<file path="src/rtl/rdhs_pkg.sv">
package rdhs_pkg;

    typedef enum logic [1:0] {
        FT_IDLE,
        FT_ADDR,
        FT_WAIT,
        FT_ACK
    } fetch_state_t;

    typedef enum logic [1:0] {
        ST_IDLE,
        ST_ACK,
        ST_ACCESS,
        ST_DRIVE
    } store_state_t;

endpackage

</file>
<file path="src/rtl/rdhs_sync.sv">
module rdhs_sync #(
    parameter int WIDTH  = 2,
    parameter int STAGES = 2
) (
    input  logic             clk,
    input  logic             rst_n,
    input  logic [WIDTH-1:0] d,
    output logic [WIDTH-1:0] q
);
    logic [WIDTH-1:0] chain [STAGES];

    generate
        for (genvar s = 0; s < STAGES; s++) begin : g_stage
            if (s == 0) begin : g_first
                always_ff @(posedge clk or negedge rst_n) begin
                    if (!rst_n) chain[0] <= '0;
                    else        chain[0] <= d;
                end
            end else begin : g_next
                always_ff @(posedge clk or negedge rst_n) begin
                    if (!rst_n) chain[s] <= '0;
                    else        chain[s] <= chain[s-1];
                end
            end
        end
    endgenerate

    assign q = chain[STAGES-1];
endmodule

</file>
<file path="src/rtl/rdhs_fetch.sv">
module rdhs_fetch
    import rdhs_pkg::*;
#(
    parameter int AW = 4,
    parameter int DW = 8
) (
    input  logic          clk,
    input  logic          rst_n,
    input  logic          start,
    input  logic [AW-1:0] start_addr,
    input  logic          far_ack,
    input  logic          far_rdy,
    input  logic [DW-1:0] lines_in,
    output logic          read_req,
    output logic          ack_out,
    output logic          drive,
    output logic [DW-1:0] drive_val,
    output logic          ready,
    output logic          done,
    output logic [DW-1:0] rd_data
);
    fetch_state_t state, nxt;
    logic [1:0]    sync_q;
    logic          ack_s, rdy_s, quiet;
    logic [AW-1:0] addr_q;
    logic [DW-1:0] word_q;
    logic          done_q;

    rdhs_sync #(.WIDTH(2), .STAGES(2)) u_sync (
        .clk   (clk),
        .rst_n (rst_n),
        .d     ({far_ack, far_rdy}),
        .q     (sync_q)
    );
    assign ack_s = sync_q[1];
    assign rdy_s = sync_q[0];
    assign quiet = !ack_s && !rdy_s;

    always_comb begin
        nxt = state;
        unique case (state)
            FT_IDLE: if (start && quiet) nxt = FT_ADDR;   // accept
            FT_ADDR: if (ack_s)          nxt = FT_WAIT;   // addr_acked
            FT_WAIT: if (rdy_s)          nxt = FT_ACK;    // data_seen
            FT_ACK:  if (!rdy_s)         nxt = FT_IDLE;   // rdy_gone
            default:                     nxt = FT_IDLE;
        endcase
    end

    always_ff @(posedge clk or negedge rst_n) begin
        if (!rst_n) begin
            state  <= FT_IDLE;
            addr_q <= '0;
            word_q <= '0;
            done_q <= 1'b0;
        end else begin
            state  <= nxt;
            done_q <= (state == FT_ACK) && !rdy_s;
            if (state == FT_IDLE && start && quiet) addr_q <= start_addr;
            if (state == FT_WAIT && rdy_s)          word_q <= lines_in;
        end
    end

    always_comb begin
        read_req  = (state == FT_ADDR);
        drive     = (state == FT_ADDR);
        ack_out   = (state == FT_ACK);
        drive_val = DW'(addr_q);
        ready     = (state == FT_IDLE) && quiet;
        done      = done_q;
        rd_data   = word_q;
    end

    AST_REQ_HELD: assert property (@(posedge clk) disable iff (!rst_n)
        (read_req && !ack_s) |=> read_req);
    AST_START_ON_QUIET: assert property (@(posedge clk) disable iff (!rst_n)
        $rose(read_req) |-> $past(quiet));
    AST_ACK_AFTER_RDY: assert property (@(posedge clk) disable iff (!rst_n)
        $rose(ack_out) |-> $past(rdy_s));
    AST_DONE_ONE_CYCLE: assert property (@(posedge clk) disable iff (!rst_n)
        done |=> !done);
endmodule

</file>
<file path="src/rtl/rdhs_store.sv">
module rdhs_store
    import rdhs_pkg::*;
#(
    parameter int          AW   = 4,
    parameter int          DW   = 8,
    parameter int          WW   = 4,
    parameter logic [7:0]  SEED = 8'hA5
) (
    input  logic          clk,
    input  logic          rst_n,
    input  logic          far_req,
    input  logic          far_ack,
    input  logic [DW-1:0] lines_in,
    input  logic [WW-1:0] access_wait,
    output logic          ack_out,
    output logic          data_rdy,
    output logic          drive,
    output logic [DW-1:0] drive_val
);
    localparam int DEPTH = 1 << AW;

    store_state_t  state, nxt;
    logic [1:0]    sync_q;
    logic          req_s, ack_s;
    logic [AW-1:0] addr_q;
    logic [WW-1:0] cnt_q;
    logic [DW-1:0] word_q;
    logic [DW-1:0] contents [DEPTH];

    generate
        for (genvar i = 0; i < DEPTH; i++) begin : g_cell
            assign contents[i] = DW'(i) ^ DW'(SEED);
        end
    endgenerate

    rdhs_sync #(.WIDTH(2), .STAGES(2)) u_sync (
        .clk   (clk),
        .rst_n (rst_n),
        .d     ({far_req, far_ack}),
        .q     (sync_q)
    );
    assign req_s = sync_q[1];
    assign ack_s = sync_q[0];

    always_comb begin
        nxt = state;
        unique case (state)
            ST_IDLE:   if (req_s)       nxt = ST_ACK;     // req_seen
            ST_ACK:    if (!req_s)      nxt = ST_ACCESS;  // req_gone
            ST_ACCESS: if (cnt_q == '0) nxt = ST_DRIVE;   // count_done
            ST_DRIVE:  if (ack_s)       nxt = ST_IDLE;    // data_acked
            default:                    nxt = ST_IDLE;
        endcase
    end

    always_ff @(posedge clk or negedge rst_n) begin
        if (!rst_n) begin
            state  <= ST_IDLE;
            addr_q <= '0;
            cnt_q  <= '0;
            word_q <= '0;
        end else begin
            state <= nxt;
            unique case (state)
                ST_IDLE:   if (req_s)  addr_q <= lines_in[AW-1:0];
                ST_ACK:    if (!req_s) cnt_q  <= access_wait;
                ST_ACCESS: begin
                    if (cnt_q == '0) word_q <= contents[addr_q];
                    else             cnt_q  <= cnt_q - 1'b1;
                end
                ST_DRIVE:  ;
                default:   ;
            endcase
        end
    end

    always_comb begin
        ack_out   = (state == ST_ACK);
        data_rdy  = (state == ST_DRIVE);
        drive     = (state == ST_DRIVE);
        drive_val = word_q;
    end

    AST_RDY_HELD: assert property (@(posedge clk) disable iff (!rst_n)
        (data_rdy && !ack_s) |=> data_rdy);
    AST_DATA_AFTER_REQ_LOW: assert property (@(posedge clk) disable iff (!rst_n)
        $rose(data_rdy) |-> !req_s);
    AST_ACK_ON_REQ: assert property (@(posedge clk) disable iff (!rst_n)
        $rose(ack_out) |-> $past(req_s));
endmodule

</file>
<file path="src/rtl/rdhs_link.sv">
module rdhs_link #(
    parameter int         AW   = 4,
    parameter int         DW   = 8,
    parameter int         WW   = 4,
    parameter logic [7:0] SEED = 8'hA5
) (
    input  logic          clk,
    input  logic          rst_n,
    input  logic          start,
    input  logic [AW-1:0] start_addr,
    input  logic [WW-1:0] access_wait,
    output logic          ready,
    output logic          done,
    output logic [DW-1:0] rd_data,
    output logic          read_req,
    output logic          ack,
    output logic          data_rdy,
    output logic          req_drive,
    output logic          rsp_drive,
    output logic [DW-1:0] bus_lines
);
    logic          fetch_ack, store_ack;
    logic [DW-1:0] fetch_val, store_val;

    rdhs_fetch #(.AW(AW), .DW(DW)) u_fetch (
        .clk        (clk),
        .rst_n      (rst_n),
        .start      (start),
        .start_addr (start_addr),
        .far_ack    (store_ack),
        .far_rdy    (data_rdy),
        .lines_in   (bus_lines),
        .read_req   (read_req),
        .ack_out    (fetch_ack),
        .drive      (req_drive),
        .drive_val  (fetch_val),
        .ready      (ready),
        .done       (done),
        .rd_data    (rd_data)
    );

    rdhs_store #(.AW(AW), .DW(DW), .WW(WW), .SEED(SEED)) u_store (
        .clk         (clk),
        .rst_n       (rst_n),
        .far_req     (read_req),
        .far_ack     (fetch_ack),
        .lines_in    (bus_lines),
        .access_wait (access_wait),
        .ack_out     (store_ack),
        .data_rdy    (data_rdy),
        .drive       (rsp_drive),
        .drive_val   (store_val)
    );

    always_comb begin
        if (req_drive)      bus_lines = fetch_val;
        else if (rsp_drive) bus_lines = store_val;
        else                bus_lines = '0;
    end

    assign ack = fetch_ack | store_ack;

    AST_ONE_DRIVER: assert property (@(posedge clk) disable iff (!rst_n)
        !(req_drive && rsp_drive));
    AST_ACKS_EXCLUSIVE: assert property (@(posedge clk) disable iff (!rst_n)
        !(fetch_ack && store_ack));
endmodule

</file>
<file path="config.mk">
export PLATFORM = sky130hd
export DESIGN_NAME = rdhs_link
export DESIGN_NICKNAME = d
export VERILOG_FILES = /design/src/rtl/rdhs_pkg.sv /design/src/rtl/rdhs_sync.sv /design/src/rtl/rdhs_fetch.sv /design/src/rtl/rdhs_store.sv /design/src/rtl/rdhs_link.sv
export SDC_FILE = /design/constraint.sdc
export NUM_CORES = 1
export LEC_CHECK = 0
export ABC_AREA = 1
export BUFFER_PORTS_ARGS = -buffer_cell sky130_fd_sc_hd__buf_2
export CORE_MARGIN = 1
export CORE_UTILIZATION = 58
export DETAILED_ROUTE_END_ITERATION = 7
export GPL_TIMING_DRIVEN = 1
export PLACE_DENSITY = 0.84
export SLEW_MARGIN = 0
export SYNTH_ARGS = -nofsm -noshare
export SYNTH_HDL_FRONTEND = slang
export SYNTH_SLANG_ARGS = --single-unit
</file>
<file path="constraint.sdc">
create_clock -name clk -period 3.4 [get_ports clk]
set_input_delay 0.51 -clock clk [delete_from_list [all_inputs] [get_ports clk]]
set_output_delay 0.51 -clock clk [all_outputs]
set_load 0.1 [all_outputs]
</file>
-- Word level (Yosys, flattened, before mapping)
Memories as Yosys holds them, arrays and structs flattened. A register that Yosys moved wholly into a read port is not among the register bits.
Cells that the tools add are included.
- add/sub/neg operators: 1
- eq/ne operators: 15
- muxes and demuxes: 15
- bitwise logic cells: 2
- reductions and logical operators: 19
- operators with widths (kind ; count):
    $mux 2 ; 8
    $mux 8 ; 2
    $pmux 2 s4 ; 2
    $ne 2x2->1 const B ; 5
    $eq 2x2->1 const B ; 4
    $mux 4 ; 2
    $ne 2x1->1 const B ; 4
    $pmux 4 s2 ; 1
    $reduce_and 4->1 ; 2
    $logic_and 1x1->1 ; 7
    $not 4->5 ; 1
    $eq 2x1->1 const B ; 2
    $logic_not 2->1 ; 2
    $logic_not 4->1 ; 1
    $reduce_and 2->1 ; 2
    $sub 4x1->4 const B ; 1
    $logic_not 1->1 ; 3
    $reduce_and 3->1 ; 1
    $reduce_bool 2->1 ; 1
    $or 1x1->1 ; 1
- flip-flop bits (word level): 33
- bits in read-only memories: 128
- input bits: 11
- output and inout port bits: 23
- logic and storage cells: 64
- memories: 1
- memories (name ; depth ; width ; read ports ; clocked after memory_dff ; write ports ; line ; text):
    (no name shown) ; 16 ; 8 ; 1 ; 1 ; 0 ; rdhs_store.sv:68 ; if (cnt_q == '0) word_q <= contents[addr_q];

-- Logic depth before layout (Yosys ltp)
- depth in word-level cells: 5
- depth in mapped cells: 9
- mapped depth without buffers: 9

-- Hierarchy
A second synthesis with hierarchy kept.
- cells, all modules: 213
- area total of the unflattened synthesis: 1929.4 sq um
- modules (own cells, without submodules) (module ; instances ; cells each ; area an instance (sq um) ; sequential area each (sq um)):
    rdhs_store ; 1 ; 102 ; 850.8 ; 375.4
    rdhs_fetch ; 1 ; 71 ; 721.9 ; 375.4
    rdhs_sync ; 2 ; 6 ; 115.1 ; 100.1
    rdhs_link ; 1 ; 28 ; 126.4 ; 0.0

-- Least setup slack after synthesis
OpenSTA, ideal clock, no wires.
- path kind: reg-to-output
- start: register u_store.state[0]
- end: output bus_lines[7]
- data arrival time: 3.266 ns
- required time: 2.890 ns
- slack: -0.376 ns
- stages on the path, launching flop included: 5
- buffers on the path: 1
- path through: dfrtp_1 > ha_1 > nand2_1 > nor2_1 > buf_4
- cells in the longest elaborated chain, start to end: 3
- ends and longest elaborated chain (element ; line ; text):
    start, declared ; rdhs_store.sv:22 ; store_state_t state, nxt;
    start signal, assigned ; rdhs_store.sv:63 ; state <= nxt;
    $eq 2x2->1 ; n/a ;
    net data_rdy ; rdhs_link.sv:17 ; output logic data_rdy,
    $mux 8 ; rdhs_link.sv:57 ; else if (rsp_drive) bus_lines = store_val;
    $mux 8 ; rdhs_link.sv:56 ; if (req_drive) bus_lines = fetch_val;
    end, declared ; rdhs_link.sv:20 ; output logic [DW-1:0] bus_lines
The timed path passes the listed nets, and every way through them passes these cells.

-- Final worst setup path
- start: register u_fetch.state[1]
- end: output bus_lines[2]
- cells in the longest elaborated chain, start to end: 2
- ends and longest elaborated chain (element ; line ; text):
    start, declared ; rdhs_fetch.sv:22 ; fetch_state_t state, nxt;
    start signal, assigned ; rdhs_fetch.sv:57 ; state <= nxt;
    $eq 2x1->1 ; rdhs_fetch.sv:66 ; drive = (state == FT_ADDR);
    $mux 8 ; rdhs_link.sv:56 ;
No other way between the ends.

==> results.md <==
- Share of layout cells above drive strength 1: a little over a fifth
- Largest family of logic cells by synthesized area: simple AND/OR/NAND/NOR gates
- M2 GR Usage: ~32%
- Total track usage: between 20% and 30%
- Die ar.: between 3000 and 4000 µm²
- Worst Skew: 0.00636 ns
- Drt drc: 0
- First-pass GRT wire length: 5.08 mm
- Number of distinct library cells after synthesis: 20
- Met1 GRT Util: 28.9%
- Seq/Total Area, Yosys: between 50 and 60%
- Crit-path max cell delay: 0.42 ns
- Compound-cell area share of the yosys netlist: a little under 7%
- Final setup TNS: 0 ns
- Final Hold Viols: 0
- Measured slew at the worst slew-check pin: around 0.75 ns
- #FFs+latches synth: 35
- Layout Area Growth over Synthesis: 12.3%
- Rows: 19
- CORE AREA: 2730 µm²
- Post-route minimum period: about 2.4 ns
- Cts bufs inserted: 5
- Critical Path RT: just under 3 ns
- DRT Pass-1 Iters: 5
- Crit Path Max Fanout: 9
- GRT overflow: 0
- Final #Nets: between 200 and 250
- Slowest stage cell, crit path: buf_2
- Status: finished clean
- Per-cell routed wire length: 11.3 µm
- Avg Cell Area, Syn: about 8.5 µm²
- H-tree levels: 2
- Final setup violation count: 0
- TritonCTS clock tree: built
- Final period utilization: ~71%
- Met3 Use GR: 6.05%
- Path type of the worst setup path: register to output port
- CTS max path bufs: 2
- Pin count of the biggest net entering global routing: 36
- Post-synthesis mux area share: 0%
- Starting Density: approximately three fifths
- Crit path capture type: output port
- Synth Instances: around 200
- WL final: approximately 3 mm
- Antenna viol nets, final: 0
- Busiest grt layer: met2
- Synth Area in Simple Gates: roughly a quarter
- Worst-Skew Late Latency: ~0.33 ns
- Initial antenna violation count: 0
- Worst hold slack: 0.228 ns
- Max capacitance violation total: 0
- Vias in the first global route: 1,163
- # Post-CTS Setup Buffers: 0
- Crit start category: register
- Root buf cell: clkbuf_4
- CTS-repair resized insts: 0
- Hold Crit Class: primary input to asynchronous set/reset pin
- Top Ports: 34
- Post-Synth Adder-Cell Area: approximately 7.5%
- Crit path arrival time: ~1.9 ns
- Final Util: roughly two thirds
- Worst-path clk slew: approximately 0.10 ns
- Critical path cell sequence: inv_1, ha_1, inv_2, nand2_1, inv_2, nand2_1, nand2_1, buf_2
- Synth Cell Area: approximately 1700 µm²
- N_diodes: 0
- Final slew viol count: 0
- Die height: around 56 µm
- Slew headroom: 50.2%
- Routed vias/inst: roughly 4.9
- RSZ-0062 raised after global routing: false
- CTS Sinks: 35
- Die width: ~56 µm
- Max Freq: between 0.4 and 0.5 GHz
- Post-CTS Hold Buffers: 0
- First DRT Iteration DRCs: between 60 and 70
- Yosys warning total: 0
- Vias: approximately 1,300
- Depth of the most critical reg-to-reg path: 7
- Number of port buffers: 29
- Post-Synth XOR/XNOR Area: 0%
- GPL Wtd Cong: a little under 0.9
- Top cell by count, worst path: nand2_1
- Post-DP HPWL: between 2 and 2.5 mm
critical path: cells and delay by family (launching register included):
family	cells	cell delay (ns)
adder cells (fa/ha/maj)	1	0.29
buffers and inverters	4	0.66
flip-flops	1	0.40
AND/OR/NAND/NOR	3	0.23
through the flow:
stage               area, µm²  setup WS, ns  std cells
floorplan                1680        0.0261        200
global placement         1800          1.40        251
detailed placement       1800          1.33        251
CTS                      1880         0.947        259
global route             1880         0.817        259
finish                   1880         0.972        259
Yosys cell counts:
cell | instances | area [µm²]
nor2_1 | 15 | 56.3
inv_1 | 19 | 71.3
or2_2 | 2 | 12.5
or2_1 | 1 | 6.26
nand3b_1 | 1 | 7.51
o21ai_0 | 3 | 15.0
dfrtp_1 | 35 | 876
nor2_2 | 1 | 6.26
conb_1 | 1 | 3.75
nand2_1 | 63 | 236
o21ai_1 | 12 | 60.1
and2_1 | 1 | 6.26
buf_2 | 1 | 5.00
ha_1 | 10 | 125
buf_4 | 8 | 60.1
nand3_1 | 9 | 45.0
a31oi_1 | 6 | 37.5
inv_2 | 7 | 26.3
or2_0 | 1 | 6.26
nor3b_1 | 1 | 7.51
flip-flops by register name, indices dropped and copies added (netlist names):
register	cells
u_fetch.addr_q	4
u_fetch.done	1
u_fetch.rd_data	5
u_fetch.state	2
u_fetch.u_sync.chain	2
u_fetch.u_sync.q	2
u_store.addr_q	4
u_store.cnt_q	4
u_store.drive_val	5
u_store.state	2
u_store.u_sync.chain	2
u_store.u_sync.q	2
layout by cell type (no fill, tap or decap), drive strengths merged:
cell	count
a31oi	6
nand3	9
clkbuf	7
dfrtp	35
inv	26
nand3b	1
and2	1
nor2	16
conb	4
nand2	63
clkinvlp	1
buf	29
o21ai	15
ha	10
or2	4
nor3b	1
final cells by class:
class	instances	area [µm²]
clock buffers	7	65.1
multi-input cells	130	646
clock inverters	1	7.51
flip-flops and latches	35	876
inverters	26	97.6
well taps	31	38.8
fillers	224	858
repair buffers	29	145
routing by layer:
layer  share of wire, %  wire length (µm)
met1                 46              1360
met2                 46              1350
met3                6.3               184
met4                1.4                42
met5                  0                 0
cells by family after synthesis:
| family | after synthesis |
|---|---|
| buffers and inverters | 35 |
| and+or+nand+nor | 95 |
| AOI/OAI and AO/OA | 21 |
| other | 1 |
| adders and majority gates | 10 |
| DFF | 35 |
path summary, 6_finish.rpt:
| kind | slack (ns) | startpoint | end |
|---|---|---|---|
| worst max-delay path | 0.97 | u_fetch.state[1] | bus_lines[2] |
| worst min-delay path | 0.23 | rst_n | u_fetch.u_sync.q[0] |
| worst max register to register | 1.61 | u_store.state[0] | u_store.cnt_q[0] |
| worst min register to register | 0.36 | u_store.u_sync.chain[2] | u_store.u_sync.q[0] |
| max in group asynchronous | 2.70 | rst_n | u_fetch.done |
| min in group clk | 0.36 | u_store.u_sync.chain[2] | u_store.u_sync.q[0] |
Power is left out: the tool's default activity adds up to more than one toggle a clock period on the data nets, which glitch-free logic cannot reach.
